[config.mk]
export PLATFORM = sky130hd
export DESIGN_NAME = irqc_accept_ctrl
export DESIGN_NICKNAME = d
export VERILOG_FILES = /design/src/rtl/irqc_pkg.sv /design/src/rtl/irqc_arbiter.sv /design/src/rtl/irqc_vecgen.sv /design/src/rtl/irqc_seq.sv /design/src/rtl/irqc_accept_ctrl.sv
export SDC_FILE = /design/constraint.sdc
export NUM_CORES = 1
export LEC_CHECK = 0
export CORE_ASPECT_RATIO = 1.5
export CORE_UTILIZATION = 55
export CTS_CLUSTER_DIAMETER = 40
export DETAILED_ROUTE_END_ITERATION = 6
export DONT_BUFFER_PORTS = 1
export HOLD_SLACK_MARGIN = 0.12
export PLACE_DENSITY_LB_ADDON = 0.12
export SYNTH_ARGS = -nofsm -noshare
export SYNTH_HDL_FRONTEND = slang
export SYNTH_HIERARCHICAL = 1
export SYNTH_SLANG_ARGS = --single-unit
[constraint.sdc]
create_clock -name clk -period 1.8 [get_ports clk]
set_input_delay 0.36 -clock clk [delete_from_list [all_inputs] [get_ports clk]]
set_output_delay 0.36 -clock clk [all_outputs]
set_load 0.05 [all_outputs]
[src/rtl/irqc_pkg.sv]
package irqc_pkg;

    // Number of registers pushed to the stack on acceptance
    localparam int SAVE_STEPS = 7;

    // Strobe bit positions, in push order
    typedef enum logic [2:0] {
        SV_ACC   = 3'd0,
        SV_DPAGE = 3'd1,
        SV_ADBNK = 3'd2,
        SV_DBNK  = 3'd3,
        SV_PBNK  = 3'd4,
        SV_PCNT  = 3'd5,
        SV_STAT  = 3'd6
    } save_slot_e;

    typedef enum logic [1:0] {
        ST_IDLE = 2'd0,
        ST_SAVE = 2'd1,
        ST_DONE = 2'd2
    } acc_state_e;

endpackage

[src/rtl/irqc_arbiter.sv]
module irqc_arbiter #(
    parameter int NUM_SRC = 8,
    parameter int LVL_W   = 3,
    localparam int IDX_W  = (NUM_SRC > 1) ? $clog2(NUM_SRC) : 1
) (
    input  logic                     clk,
    input  logic                     rst_n,
    input  logic [NUM_SRC-1:0]       src_en,
    input  logic [NUM_SRC-1:0]       src_req,
    input  logic [NUM_SRC*LVL_W-1:0] src_lvl,
    output logic                     win_valid,
    output logic [IDX_W-1:0]         win_idx,
    output logic [LVL_W-1:0]         win_lvl
);

    localparam logic [LVL_W-1:0] LVL_OFF = '1;

    logic [NUM_SRC-1:0] pend;
    logic [LVL_W-1:0]   lvl_a [NUM_SRC];

    // Qualify every source
    for (genvar g = 0; g < NUM_SRC; g++) begin : g_qual
        assign lvl_a[g] = src_lvl[g*LVL_W +: LVL_W];
        assign pend[g]  = src_en[g] & src_req[g] & (lvl_a[g] != LVL_OFF);
    end

    // Ascending scan with strict compare: ties keep the lower index
    always_comb begin
        win_valid = 1'b0;
        win_idx   = '0;
        win_lvl   = LVL_OFF;
        for (int i = 0; i < NUM_SRC; i++) begin
            if (pend[i] && (!win_valid || (lvl_a[i] < win_lvl))) begin
                win_valid = 1'b1;
                win_idx   = IDX_W'(i);
                win_lvl   = lvl_a[i];
            end
        end
    end

    // the winner is a qualified source
    p_win_pending_r1: assert property (@(posedge clk) disable iff (!rst_n)
        win_valid |-> (src_en[win_idx] && src_req[win_idx] && (win_lvl != LVL_OFF)));

    // any pending source means a winner exists
    p_win_exists_r1: assert property (@(posedge clk) disable iff (!rst_n)
        (pend != '0) |-> win_valid);

    // no pending source is more urgent than the winner, ties go low
    for (genvar g = 0; g < NUM_SRC; g++) begin : g_chk
        p_win_min_r2: assert property (@(posedge clk) disable iff (!rst_n)
            (win_valid && pend[g]) |->
                ((lvl_a[g] > win_lvl) || ((lvl_a[g] == win_lvl) && (IDX_W'(g) >= win_idx))));
    end

endmodule

[src/rtl/irqc_vecgen.sv]
module irqc_vecgen #(
    parameter int NUM_SRC  = 8,
    parameter int IRQ_BASE = 11,
    parameter int NUM_W    = 8,
    parameter int ADDR_W   = 24,
    localparam int IDX_W   = (NUM_SRC > 1) ? $clog2(NUM_SRC) : 1
) (
    input  logic [IDX_W-1:0]  idx,
    output logic [NUM_W-1:0]  num,
    output logic [ADDR_W-1:0] vec
);

    // Last 4-byte entry of the address space
    localparam logic [ADDR_W-1:0] VEC_TOP = {{(ADDR_W-2){1'b1}}, 2'b00};

    logic [ADDR_W-1:0] offs;

    always_comb begin
        num  = NUM_W'(IRQ_BASE) + NUM_W'(idx);
        offs = ADDR_W'(num) << 2;
        vec  = VEC_TOP - offs;
    end

endmodule

[src/rtl/irqc_seq.sv]
module irqc_seq
    import irqc_pkg::*;
#(
    parameter int NUM_SRC = 8,
    parameter int LVL_W   = 3,
    parameter int NUM_W   = 8,
    parameter int ADDR_W  = 24,
    localparam int IDX_W  = (NUM_SRC > 1) ? $clog2(NUM_SRC) : 1
) (
    input  logic                  clk,
    input  logic                  rst_n,
    input  logic                  i_flag,
    input  logic                  ilm_set,
    input  logic [LVL_W-1:0]      ilm_set_val,
    input  logic                  win_valid,
    input  logic [LVL_W-1:0]      win_lvl,
    input  logic [NUM_W-1:0]      win_num,
    input  logic [ADDR_W-1:0]     win_vec,
    output logic [SAVE_STEPS-1:0] save_strobe,
    output logic                  busy,
    output logic                  done,
    output logic [LVL_W-1:0]      ilm,
    output logic [NUM_W-1:0]      ack_num,
    output logic [ADDR_W-1:0]     vec_addr
);

    localparam logic [2:0] LAST_STEP = 3'(SAVE_STEPS - 1);

    typedef struct packed {
        acc_state_e        state;
        logic [2:0]        step;
        logic [LVL_W-1:0]  ilm;
        logic [LVL_W-1:0]  lvl;
        logic [NUM_W-1:0]  num;
        logic [ADDR_W-1:0] vec;
    } seq_t;

    seq_t r_d, r_q;
    logic take;

    always_comb begin
        r_d  = r_q;
        take = 1'b0;
        unique case (r_q.state)
            ST_IDLE: begin
                if (ilm_set) begin
                    r_d.ilm = ilm_set_val;
                end else if (win_valid && i_flag && (win_lvl < r_q.ilm)) begin
                    take      = 1'b1;
                    r_d.state = ST_SAVE;
                    r_d.step  = '0;
                    r_d.lvl   = win_lvl;
                    r_d.num   = win_num;
                    r_d.vec   = win_vec;
                end
            end
            ST_SAVE: begin
                if (r_q.step == LAST_STEP) begin
                    r_d.state = ST_DONE;
                    r_d.ilm   = r_q.lvl;
                end else begin
                    r_d.step = r_q.step + 3'd1;
                end
            end
            ST_DONE: begin
                r_d.state = ST_IDLE;
            end
            default: begin
                r_d.state = ST_IDLE;
            end
        endcase
    end

    always_ff @(posedge clk or negedge rst_n) begin
        if (!rst_n) begin
            r_q.state <= ST_IDLE;
            r_q.step  <= '0;
            r_q.ilm   <= '1;
            r_q.lvl   <= '1;
            r_q.num   <= '0;
            r_q.vec   <= '0;
        end else begin
            r_q <= r_d;
        end
    end

    always_comb begin
        save_strobe = '0;
        if (r_q.state == ST_SAVE) begin
            save_strobe[r_q.step] = 1'b1;
        end
    end

    assign busy     = (r_q.state != ST_IDLE);
    assign done     = (r_q.state == ST_DONE);
    assign ilm      = r_q.ilm;
    assign ack_num  = r_q.num;
    assign vec_addr = r_q.vec;

    // the sequence only starts from an allowed request
    p_accept_gate_r3: assert property (@(posedge clk) disable iff (!rst_n)
        $rose(busy) |-> ($past(i_flag) && $past(win_valid) && ($past(win_lvl) < $past(ilm))));

    // at most one strobe active
    p_strobe_onehot_r4: assert property (@(posedge clk) disable iff (!rst_n)
        $onehot0(save_strobe));

    // strobes advance one slot per cycle
    p_strobe_order_r4: assert property (@(posedge clk) disable iff (!rst_n)
        ((save_strobe != '0) && !save_strobe[SV_STAT]) |=> (save_strobe == ($past(save_strobe) << 1)));

    // the run starts at the first slot
    p_strobe_first_r4: assert property (@(posedge clk) disable iff (!rst_n)
        $rose(busy) |-> save_strobe[SV_ACC]);

    // last strobe is followed by done with the mask loaded
    p_done_after_last_r5: assert property (@(posedge clk) disable iff (!rst_n)
        save_strobe[SV_STAT] |=> (done && (ilm < $past(ilm))));

    // done is a single pulse
    p_done_pulse_r5: assert property (@(posedge clk) disable iff (!rst_n)
        done |=> !done);

    // mask and vector hold while strobing
    p_hold_busy_r7: assert property (@(posedge clk) disable iff (!rst_n)
        (save_strobe != '0) && !$rose(busy) |-> ($stable(ilm) && $stable(vec_addr) && $stable(ack_num)));

    // an idle mask load lands on the next edge and blocks acceptance
    p_ilm_load_r8: assert property (@(posedge clk) disable iff (!rst_n)
        (ilm_set && !busy) |=> ((ilm == $past(ilm_set_val)) && !busy));

endmodule

[src/rtl/irqc_accept_ctrl.sv]
module irqc_accept_ctrl #(
    parameter int NUM_SRC  = 8,
    parameter int LVL_W    = 3,
    parameter int IRQ_BASE = 11,
    parameter int NUM_W    = 8,
    parameter int ADDR_W   = 24,
    localparam int IDX_W   = (NUM_SRC > 1) ? $clog2(NUM_SRC) : 1,
    localparam int SAVE_N  = irqc_pkg::SAVE_STEPS
) (
    input  logic                     clk,
    input  logic                     rst_n,
    input  logic [NUM_SRC-1:0]       src_en,
    input  logic [NUM_SRC-1:0]       src_req,
    input  logic [NUM_SRC*LVL_W-1:0] src_lvl,
    input  logic                     i_flag,
    input  logic                     ilm_set,
    input  logic [LVL_W-1:0]         ilm_set_val,
    output logic [SAVE_N-1:0]        save_strobe,
    output logic                     busy,
    output logic                     done,
    output logic [LVL_W-1:0]         ilm,
    output logic [NUM_W-1:0]         ack_num,
    output logic [ADDR_W-1:0]        vec_addr
);

    logic              win_valid;
    logic [IDX_W-1:0]  win_idx;
    logic [LVL_W-1:0]  win_lvl;
    logic [NUM_W-1:0]  win_num;
    logic [ADDR_W-1:0] win_vec;

    irqc_arbiter #(
        .NUM_SRC (NUM_SRC),
        .LVL_W   (LVL_W)
    ) u_arb (
        .clk       (clk),
        .rst_n     (rst_n),
        .src_en    (src_en),
        .src_req   (src_req),
        .src_lvl   (src_lvl),
        .win_valid (win_valid),
        .win_idx   (win_idx),
        .win_lvl   (win_lvl)
    );

    irqc_vecgen #(
        .NUM_SRC  (NUM_SRC),
        .IRQ_BASE (IRQ_BASE),
        .NUM_W    (NUM_W),
        .ADDR_W   (ADDR_W)
    ) u_vec (
        .idx (win_idx),
        .num (win_num),
        .vec (win_vec)
    );

    irqc_seq #(
        .NUM_SRC (NUM_SRC),
        .LVL_W   (LVL_W),
        .NUM_W   (NUM_W),
        .ADDR_W  (ADDR_W)
    ) u_seq (
        .clk         (clk),
        .rst_n       (rst_n),
        .i_flag      (i_flag),
        .ilm_set     (ilm_set),
        .ilm_set_val (ilm_set_val),
        .win_valid   (win_valid),
        .win_lvl     (win_lvl),
        .win_num     (win_num),
        .win_vec     (win_vec),
        .save_strobe (save_strobe),
        .busy        (busy),
        .done        (done),
        .ilm         (ilm),
        .ack_num     (ack_num),
        .vec_addr    (vec_addr)
    );

endmodule

==> Word-level counts from Yosys, hierarchy flattened <==
Index checks and enable logic that the tools add are counted.
{ "totals": {"register_bits": 43, "in_bits": 47, "word_cells": 117} }
{ "classes": {"add_sub_neg": 3, "magnitude_cmp": 10, "n_eq_ne": 16, "mux": 34, "bitwise": 17, "n_reduce_logical": 31} }
{ "op_table": {"columns": ["op", "n"], "rows": [
  ["3-bit two-way mux", 15],
  ["3-bit < comparator", 8],
  ["3-bit != test, second input constant", 8],
  ["1-bit bitwise AND", 16],
  ["6-bit one-hot mux with 2 select lines", 1],
  ["3-bit by 11-bit subtractor with 12-bit output, first input constant", 1],
  ["1-bit logical AND", 10],
  ["1-bit two-way mux", 10],
  ["5-bit two-way mux", 2],
  ["3-bit AND reduction", 3],
  ["1-bit logical NOT", 7],
  ["1-bit logical OR", 7],
  ["7-bit two-way mux", 1],
  ["2-bit two-way mux", 3],
  ["2-bit != test, second input constant", 3],
  ["4-bit by 3-bit adder with 5-bit output, first input constant", 1],
  ["3-bit by 4-bit < comparator with 1-bit output, second input constant", 1],
  ["2-bit by 1-bit != test with 1-bit output, second input constant", 2],
  ["2-bit one-hot mux with 2 select lines", 1],
  ["4-bit AND reduction", 1],
  ["2-bit nonzero test", 2],
  ["3-bit by 1-bit adder with 3-bit output, second input constant", 1],
  ["1-bit demux with 3-bit select", 1],
  ["3-bit equality test, second input constant", 1],
  ["5 further kinds", 5]
]} }

==> Logic depth before layout (Yosys ltp) <==
{ "logic_depth": {"word_depth": 36, "depth_mapped": 54, "mapped_depth_nobuf": 54} }

==> Cells and area by module <==
The synthesis kept the hierarchy.
{ "modules_own_cells": {"columns": ["module", "n_inst", "cells_per_inst", "area_per_inst_um2", "seq_area_each_um2"], "rows": [
  ["irqc_seq", 1, 169, 2207.1, 1083.5],
  ["irqc_arbiter", 1, 183, 1280.0, 0.0],
  ["irqc_vecgen", 1, 37, 265.3, 0.0]
]} }

==> Worst setup path after synthesis <==
OpenSTA, ideal clock, no wires.
{ "synth_path": {"path_type": "input to register", "startpoint": "in src_en[0]", "endpoint": "reg u_seq.r_q, in the netlist u_seq/ack_num[7]", "setup_time_ns": 0.125, "arrival_time_ns": 9.812, "path_slack_ns": -8.137, "path_stages": 49, "path_cell_list": "nand2_1 -> nor2_1 -> ha_1 -> or3_1 -> a21oi_1 -> nand4_1 -> maj3_1 -> a31oi_1 -> mux2i_1 -> ha_1 -> nor4_1 -> a21o_1 -> a31o_1 -> o21ba_2 -> a21o_1 -> ha_1 -> o31a_1 -> nor3_1 -> [... 13 more ...] -> ha_1 -> o21ai_0 -> nand2b_1 -> a31oi_1 -> o21bai_1 -> mux2i_1 -> ha_1 -> nor3b_1 -> a21oi_1 -> o41ai_1 -> o21a_2 -> mux2_1 -> ha_1 -> and4bb_2 -> o211a_1 -> buf_6 -> buf_12 -> mux2_4"} }
{ "synth_between": {"elab_chain_len": 34} }
{ "synth_lines": {"columns": ["element", "line_no", "source"], "rows": [
  ["start, declared", "irqc_accept_ctrl.sv:12", "input logic [NUM_SRC-1:0] src_en,"],
  ["1-bit bitwise AND (*) (2 in series)", "irqc_arbiter.sv:24", "assign pend[g] = src_en[g] & src_req[g] & (lvl_a[g] != LVL_OFF);"],
  ["3-bit two-way mux / 1-bit two-way mux (equally long branches)", "irqc_arbiter.sv:33", "if (pend[i] && (!win_valid || (lvl_a[i] < win_lvl))) begin"],
  ["3-bit < comparator / 1-bit logical NOT (equally long branches)", "irqc_arbiter.sv:33", null],
  ["1-bit logical OR", "irqc_arbiter.sv:33", null],
  ["1-bit logical AND", "irqc_arbiter.sv:33", null],
  ["3-bit two-way mux / 1-bit two-way mux (equally long branches)", "irqc_arbiter.sv:33", null],
  ["3-bit < comparator / 1-bit logical NOT (equally long branches)", "irqc_arbiter.sv:33", null],
  ["1-bit logical OR", "irqc_arbiter.sv:33", null],
  ["[... 18 more ...]", null, null],
  ["3-bit < comparator / 1-bit logical NOT (equally long branches)", "irqc_arbiter.sv:33", null],
  ["1-bit logical OR", "irqc_arbiter.sv:33", null],
  ["1-bit logical AND", "irqc_arbiter.sv:33", null],
  ["3-bit two-way mux (*)", "irqc_arbiter.sv:33", null],
  ["named net win_lvl[2]", "irqc_accept_ctrl.sv:28", "logic [LVL_W-1:0] win_lvl;"],
  ["3-bit < comparator (*)", "irqc_seq.sv:48", "end else if (win_valid && i_flag && (win_lvl < r_q.ilm)) begin"],
  ["1-bit logical AND (*)", "irqc_seq.sv:48", null],
  ["3-bit AND reduction (no source line) (*)", null, null],
  ["end signal, assigned", "irqc_seq.sv:83", "r_q <= r_d;"],
  ["end, declared", "irqc_seq.sv:38", "seq_t r_d, r_q;"]
]} }
The timed path passes the listed nets; every way through them passes the cells marked *.
A chain may end at the register's enable or synchronous reset.

==> Worst setup path after layout <==
{ "layout_path": {"startpoint": "in src_en[0]", "endpoint": "reg u_seq.r_q, in the netlist u_seq/vec_addr[13]"} }
Same word-level chain as after synthesis.

==> reports/qor.csv <==
metric;value;unit
RSZ-0062 raised after global routing;true;
fin worst setup slack;-7.68;ns
clock sinks;43;
Yosys warnings;6;
DR vias/cell;5.74;
die width;69.4;µm
first-pass GRT wire length;14900;µm
Post-Synthesis Cells;389;
Reg power frac;0.444;
most common cell after layout, fill and taps aside;buf_4;
final core occ;0.777;
Gate power share;0.470;
Final Hold Viols;0;
Crit Path Category;in -> reg;
Power Dens Cells;1420;mW/mm²
clock power share;0.086;
Starting DRT DRC Count;83;
layout cells sized above 1;0.533;
P_int;3.63;mW
Tcrit/Tclk final;5.27;
antenna violations before repair;0;
number of synthesized flops with an enable pin;0;
grt ovf;0;
placed cell area;0.00440;mm²
outcome;finished with violations;
post-synthesis instance area;0.00375;mm²
Critical-path top delay cell;or4b_4;
sequential-to-total area share from yosys stat;0.289;
post-route minimum period;9.48;ns
Final Instance Area;0.00507;mm²
fill count;456;
clock root buffer;clkbuf_8;
effective utilization at floorplan;0.575;
fmax;0.105;GHz
Final Total Pwr;7.23;mW
DR pass1 iterations;4;
GRT Total Usage;0.259;
Hold WC Path Type;in -> reg;
DIE HEIGHT;103;µm
syn avg cell area;9.65;µm²
Port Buffers;0;
Critical Path End Type;flip-flop;
crit start category;input pin;
wire per inst;16.7;µm
Slew Limit Headroom;0.578;
Nets;554;
WP data required;1.99;ns
Critical Path AT;9.67;ns
Max rail drop VDD;0.598;mV
commonest register cell after synthesis;dfrtp_1;
post-synthesis register bit count;43;
Post-Route WL;9470;µm
die area;0.00716;mm²
clock buffer depth;2;
setup TNS;-295.75;ns
critical path fanouts, max;6;
Antenna diodes;0;
vias in the first global route;3278;
Clk pin slew, worst setup/hold paths;0.09;ns
max cap viols;0;
Critical Path Max Stage Delay;0.53;ns
Area Growth Syn to Fin;35.2;%
gpl congestion;0.874;
Worst-Skew Late Latency;0.30;ns
Finish-stage setup viols;39;
placed wire-length estimate;6780;µm
Distinct cells, synth;74;
final worst clock skew;0.00739;ns
Post-synth ARST share;1.00;
Ports;91;
CTS H-tree depth;2;
CTS buffer count;5;
Worst Tran Pin Value;0.626;ns
most frequent cells in the layout;buf_4, dfrtp_1, mux2_4;
max-slew violation count;0;
Post-route DRC;0;
pin count of the biggest net entering global routing;44;
site row count;36;
P_leak;2.32;nW
failing checks;setup timing;
sw frac;0.498;
core area;0.00653;mm²
CTS tree;built;
DR vias;3249;
Switching Power;3.60;mW
antenna-violating nets left;0;
==> registers in the layout, indices dropped and copies added, names as in the netlist <==
name / flops
u_seq/ack_num: 8
u_seq/ilm: 3
u_seq/r_q: 8
u_seq/vec_addr: 24
==> routing by layer <==
layer,global-route usage,up-vias,part of all wire
li1,-,1550,-
met1,0.265,1590,0.37
met2,0.524,92,0.57
met3,0.0391,17,0.039
met4,0.100,0,0.021
met5,0,-,0
==> synth_stat cells (3+ instances only) <==
cell,instances,area [µm²]
nor3_1,13,65.1
a211o_1,3,26.3
nand4_1,3,18.8
a21o_1,5,37.5
nor4_1,4,25.0
o21ai_1,4,20.0
and3_1,5,31.3
nand2_1,19,71.3
a211oi_1,4,30.0
and2_1,4,25.0
mux2i_1,10,100
o21a_1,4,30.0
dfrtp_1,37,926
a21oi_1,10,50.1
nand3_1,18,90.1
inv_1,20,75.1
or2_2,3,18.8
nor2b_1,3,18.8
o21ai_0,13,65.1
mux2_2,20,225
buf_4,59,443
nor2_1,12,45.0
ha_1,18,225
dfstp_2,6,158
mux2_4,17,255
nand2b_1,9,56.3
o211ai_1,5,37.5
==> final cells by class <==
class                           instances  area (µm²)  share of cell area
Clock buffer                            5        68.8              0.0136
Clock inverter                          3        20.0             0.00395
Inverter                               20        75.1              0.0148
Multi-Input combinational cell        281        2540               0.501
Sequential cell                        43        1090               0.215
Tap cell                               76        95.1              0.0187
Timing Repair Buffer                  138        1180               0.233
==> stage by stage <==
stage                     worst slack [ns]  hold WS (ns)  cells
after floorplan                      -7.39        0.0644    409
after global placement               -8.06        0.0665    516
after detailed placement             -8.21        0.0669    516
after CTS                            -7.52         0.265    551
after global routing                 -8.10         0.267    566
final                                -7.68         0.272    566
==> worst paths after layout <==
path,start,to,slack [ns],cells past startpoint
worst max register to register,u_seq/ilm[1],u_seq/vec_addr[0],-0.21,6
worst max-delay path,src_en[0],u_seq/vec_addr[13],-7.68,55
min in group asynchronous,rst_n,u_seq/r_q[42],0.52,2
max in group asynchronous,rst_n,u_seq/r_q[32],1.01,2
worst min-delay path,ilm_set_val[2],u_seq/ilm[2],0.27,2
worst min register to register,u_seq/ilm[1],u_seq/ilm[1],0.52,2
==> critical path: cells and delay by family <==
kind / cells / cell delay [ns]
compound gates: 22 / 3.64
fa+ha+maj: 8 / 1.79
buf+inv: 6 / 0.56
mux: 6 / 1.57
simple gates: 13 / 1.73
==> kinds of logic (layout without fill, tap and decap cells) <==
family | count (synthesis) | after routing | share of synthesized area
compound gates | 83 | 83 | 0.170
xor+xnor | 1 | 1 | 0.00233
fa+ha+maj | 19 | 19 | 0.0627
buf+inv | 85 | 166 | 0.155
flops | 43 | 43 | 0.289
mux | 49 | 49 | 0.161
other cells | 2 | 22 | 0.00200
simple gates | 107 | 107 | 0.158
==> power groups by stage <==
stage	sequential [mW]	clock, mW	combinational [mW]
final	3.21	0.623	3.39
after global routing	3.28	0.673	3.66
after CTS	3.20	0.639	3.10
after detailed placement	3.24	0	2.75
after global placement	3.22	0	2.65
after floorplan	1.75	0	3.99
==> repair_timing <==
item	in CTS	in global routing
endpoints found under the hold margin	43	0
endpoints found under the setup margin	43	46
pin swaps	9	11
gates resized for setup	22	30
hold buffers	2	0
setup buffers	23	17
cloned	2	0
Power figures use the tool's default switching activity.
